### config.mk
export PLATFORM = sky130hd
export DESIGN_NAME = addr_io_port
export DESIGN_NICKNAME = d
export VERILOG_FILES = /design/src/rtl/addr_io_pkg.sv /design/src/rtl/sel_status.sv /design/src/rtl/data_latch.sv /design/src/rtl/addr_io_port.sv
export SDC_FILE = /design/constraint.sdc
export NUM_CORES = 1
export LEC_CHECK = 0
export BUFFER_PORTS_ARGS = -buffer_cell sky130_fd_sc_hd__buf_4
export CAP_MARGIN = 20
export CELL_PAD_IN_SITES_DETAIL_PLACEMENT = 1
export CELL_PAD_IN_SITES_GLOBAL_PLACEMENT = 2
export CORE_MARGIN = 5
export CORE_UTILIZATION = 21
export CTS_CLUSTER_DIAMETER = 40
export DETAILED_ROUTE_END_ITERATION = 8
export PLACE_DENSITY = 0.81
export SLEW_MARGIN = 20
export SYNTH_ARGS = -nofsm -noshare
export SYNTH_HDL_FRONTEND = slang
export SYNTH_SLANG_ARGS = --single-unit
### constraint.sdc
create_clock -name clk -period 2.7 [get_ports clk]
set_clock_uncertainty 0.2 [all_clocks]
set_input_delay 0.405 -clock clk [delete_from_list [all_inputs] [get_ports clk]]
set_output_delay 0.405 -clock clk [all_outputs]
set_load 0.02 [all_outputs]
### src/rtl/addr_io_pkg.sv
package addr_io_pkg;
  localparam int PORT_W = 8;
  typedef logic [PORT_W-1:0] port_word_t;

  // Address compare on the raw processor-bus value.
  function automatic logic addr_hit(input port_word_t bus, input port_word_t own);
    return bus == own;
  endfunction

  // Polarity conversion between the active-low processor bus and the latch.
  function automatic port_word_t flip(input port_word_t v);
    return ~v;
  endfunction
endpackage

### src/rtl/sel_status.sv
module sel_status
  import addr_io_pkg::*;
#(
  parameter port_word_t OWN_ADDR = 8'h5A
) (
  input  logic       clk,
  input  logic       rst_n,
  input  logic       upd,
  input  port_word_t bus,
  output logic       selected
);
  logic hit;
  assign hit = addr_hit(bus, OWN_ADDR);

  always_ff @(posedge clk or negedge rst_n) begin
    if (!rst_n)   selected <= 1'b0;
    else if (upd) selected <= hit;
  end

  p_sel_set_r2: assert property (@(posedge clk) disable iff (!rst_n)
    (upd && bus == OWN_ADDR) |=> selected);
  p_sel_clr_r2: assert property (@(posedge clk) disable iff (!rst_n)
    (upd && bus != OWN_ADDR) |=> !selected);
  p_sel_hold_r10: assert property (@(posedge clk) disable iff (!rst_n)
    !upd |=> $stable(selected));
endmodule

### src/rtl/data_latch.sv
module data_latch
  import addr_io_pkg::*;
(
  input  logic       clk,
  input  logic       rst_n,
  input  logic       take_user,
  input  logic       take_host,
  input  port_word_t user_d,
  input  port_word_t host_d,
  output port_word_t q
);
  always_ff @(posedge clk or negedge rst_n) begin
    if (!rst_n)         q <= '0;
    else if (take_user) q <= user_d;
    else if (take_host) q <= flip(host_d);
  end

  p_user_wins_r5: assert property (@(posedge clk) disable iff (!rst_n)
    take_user |=> q == $past(user_d));
  p_host_store_r3: assert property (@(posedge clk) disable iff (!rst_n)
    (take_host && !take_user) |=> q == ~$past(host_d));
  p_idle_hold_r10: assert property (@(posedge clk) disable iff (!rst_n)
    (!take_user && !take_host) |=> $stable(q));
endmodule

### src/rtl/addr_io_port.sv
module addr_io_port
  import addr_io_pkg::*;
#(
  parameter port_word_t PORT_ADDR  = 8'h5A,
  parameter bit         ASYNC_USER = 1'b0
) (
  input  logic             clk,
  input  logic             rst_n,
  input  logic             me_n,
  input  logic             sel_cmd,
  input  logic             wr_cmd,
  input  logic             strobe,
  input  logic             uin_n,
  input  logic             uout_n,
  input  logic [PORT_W-1:0] host_in,
  output logic [PORT_W-1:0] host_out,
  output logic             host_oe,
  input  logic [PORT_W-1:0] user_in,
  output logic [PORT_W-1:0] user_out,
  output logic             user_oe
);
  // Named internal events
  logic       host_live;   // processor side enabled and strobed
  logic       sel_upd;     // address comparison this edge
  logic       user_take;   // user byte enters latch
  logic       host_take;   // processor byte enters latch
  logic       selected;
  port_word_t latch_q;

  assign host_live = !me_n && strobe;
  assign sel_upd   = host_live && sel_cmd;

  generate
    if (ASYNC_USER) begin : g_free_user
      assign user_take = !uin_n;
    end else begin : g_strobed_user
      assign user_take = !uin_n && strobe;
    end
  endgenerate

  assign host_take = host_live && wr_cmd && uin_n && (sel_cmd || selected);

  sel_status #(.OWN_ADDR(PORT_ADDR)) u_sel (
    .clk(clk), .rst_n(rst_n), .upd(sel_upd), .bus(host_in), .selected(selected)
  );

  data_latch u_latch (
    .clk(clk), .rst_n(rst_n), .take_user(user_take), .take_host(host_take),
    .user_d(user_in), .host_d(host_in), .q(latch_q)
  );

  assign host_oe  = !me_n && !sel_cmd && !wr_cmd && selected;
  assign host_out = flip(latch_q);
  assign user_oe  = uin_n && !uout_n;
  assign user_out = latch_q;

  p_host_drive_r7: assert property (@(posedge clk) disable iff (!rst_n)
    host_oe |-> (!me_n && !sel_cmd && !wr_cmd));
  p_me_block_r9: assert property (@(posedge clk) disable iff (!rst_n)
    (me_n && uin_n) |=> ($stable(latch_q) && $stable(selected)));
  p_user_block_r5: assert property (@(posedge clk) disable iff (!rst_n)
    (!uin_n && !user_take) |=> $stable(latch_q));
  p_user_drive_r8: assert property (@(posedge clk) disable iff (!rst_n)
    user_oe |-> uin_n);
endmodule

==> metrics.yaml <==
run_status: "finished, final reports clean"
slew-limit-headroom_pct: 58.9
r2r_end: "u_latch.q[7]$_DFFE_PN0P_"
cts_tree: "yes"
grt_util_met2_pct: 17.4
clk_latency_ns: 0.26
nets: 133
gr-usage-met3_pct: 2.88
synth_area_um2: 577
syn_inst: 65
io_buffers: 41
whs_path_depth: 2
drt-pass1-iter-count: 3
worstPathRequired_ns: 2.10
reg2reg_setup_slack_ns: 1.20
power.density_mw_per_mm2: 530
layout_commonest_cell: "buf_4"
grt_pass1_vias: 761
synth_top_family_by_area: "simple AND/OR/NAND/NOR gates"
finalSetupViolCount: 0
clockBufferDepth: 2
core_mm2: 0.00269
vias_per_cell: 4.71
ys_ff_latch: 9
cp_max_fo: 3
drtIter0Drc: 8
ios: 42
track_usage_pct: 10.9
drv_slew: 0
clock.fmax_ghz: 0.588
ant_nets: 0
synth-xor-area-share_pct: 0
areaGrowthSynthToFinish_pct: 63.1
synth.net_count: 89
synth.avg_cell_area_um2: 8.87
drive_above_1_share_pct: 41.7
synthSimpleGateAreaFrac_pct: 27.8
fp.dieW_um: 62.4
fp.dieH_um: 62.4
peakVddDrop_mv: 0.239
p_leak_uw: 0.000454
synth_compound_area_share_pct: 24.7
final_cells: 139
finalSetupTns_ns: 0
cp-start-kind: "flip-flop"
maxCapViolCount: 0
max_slew.worst_pin.slew_ns: 0.615
gp_congestion: 0.796
seq_area_frac_synth_pct: 39.0
cts.sinks: 9
min_path_type: "in -> reg"
yosys_warnings: 0
synthMuxAreaShare_pct: 0
start_util_pct: 21.5
grt_pass1_wl_um: 3530
post-route-period-util_pct: 63.0
hp-start: "me_n"
grt.overflow.total: 0
dp.cells: 134
reg2reg_from: "u_sel.selected$_DFFE_PN0P_"
final_cell_mix: "buf_4 (41), nand2_1 (10), dfrtp_1 (9)"
htreeDepth: 1
route.detailed.drc: 0
reg2reg_depth: 3
cts_buffers: 3
antenna_found_initial: 0
use_met1_pct: 14.3
ctsResizeCount: 0
busiest_layer: "met2"
period_needed_ns: 1.70
fp-row-count: 19
rsz0062_at_grt: "no"
diodes: 0
worst-setup-path-type: "reg -> out"
grt_max_degree: 12
yosys.area_share.adder_pct: 0
cts-root-buf: "clkbuf_4"
crit_arrival_ns: 1.09
critPathCaptureType: "primary output"
dieArea_mm2: 0.00390
postLayoutCoreUtil_pct: 35.0
dp_hpwl_um: 1720
clk_pin_slew_ns: 0.06
final_hold_viol_count: 0
min_to: "u_sel.selected$_DFFE_PN0P_"
wire_per_inst_um: 15.2
synthDistinctLibCells: 16
wirelength_um: 2120
vias: 654
==> flip-flops by register name, summed over array words and instances (netlist names) <==
signal	cells
u_sel.selected	1
u_latch.q	8
==> layer usage <==
layer / share of wire, % / routed length [um] / vias to the layer above
li1: - / - / 327
met1: 46 / 970 / 304
met2: 48 / 1010 / 23
met3: 6.4 / 135 / 0
met4: 0 / 0 / 0
met5: 0 / 0 / -
==> where the power goes <==
part / total (uW) / internal [uW] / leakage (uW) / switching, uW
Clock: 106 / 57.0 / 0.0000150 / 48.8
Combinational: 221 / 105 / 0.000331 / 116
Sequential: 172 / 155 / 0.000108 / 16.5
Total: 499 / 317 / 0.000454 / 182
==> cell type report <==
cell class | count | area (um2)
Sequential cell | 9 | 225
Multi-Input combinational cell | 45 | 303
Inverter | 8 | 30.0
Timing Repair Buffer | 42 | 318
Clock buffer | 4 | 26.3
Tap cell | 31 | 38.8
Fill cell | 344 | 1750
==> synthesized netlist by cell type <==
cell type / n / area, um2
a2bb2oi_1: 8 / 70.1
buf_1: 1 / 3.75
buf_4: 2 / 15.0
dfrtp_1: 9 / 225
inv_1: 8 / 30.0
nand2_1: 10 / 37.5
nand2b_4: 1 / 13.8
nand4_1: 1 / 6.26
nor2_1: 3 / 11.3
nor2b_1: 2 / 12.5
nor4b_1: 1 / 8.76
nor4bb_1: 1 / 10.0
o211ai_1: 8 / 60.1
o21ai_0: 1 / 5.00
o31ai_1: 1 / 7.51
or4_1: 8 / 60.1
==> cells by family after synthesis <==
kind of cell / after synthesis
simple gates: 27
compound gates: 18
flops: 9
buf+inv: 11
==> metrics by stage <==
step           cell area, um2  setup WS (ns)  total power (uW)  hold WS, ns
2_1_floorplan             577          0.914               285      -0.0906
3_3_place_gp              905           1.01               394       0.0391
3_5_place_dp              905           1.02               397       0.0384
4_1_cts                   941          0.964               506        0.145
5_1_grt                   941          0.916               528        0.151
6_report                  941           1.00               499        0.148
==> how the worst max path moves through the flow <==
| stage | start | end | slack, ns |
|---|---|---|---|
| 4_1_cts | u_sel.selected$_DFFE_PN0P_ | host_oe | 0.96 |
| 2_1_floorplan | me_n | host_oe | 0.91 |
| 6_report | u_sel.selected$_DFFE_PN0P_ | host_oe | 1.00 |
| 3_5_place_dp | me_n | u_latch.q[7]$_DFFE_PN0P_ | 1.02 |
| 5_1_grt | u_sel.selected$_DFFE_PN0P_ | host_oe | 0.92 |
| 3_3_place_gp | me_n | u_latch.q[4]$_DFFE_PN0P_ | 1.01 |
==> worst max-delay path: stages (launching register included) <==
cell	delay, ns
dfrtp_1	0.36
nor4b_1	0.27
buf_4	0.20
==> repair_timing <==
action	CTS	global route
hold buffers	1	0
buffers inserted	0	0
hold endpoints to repair	9	0
(Power assumes the default switching activity.)
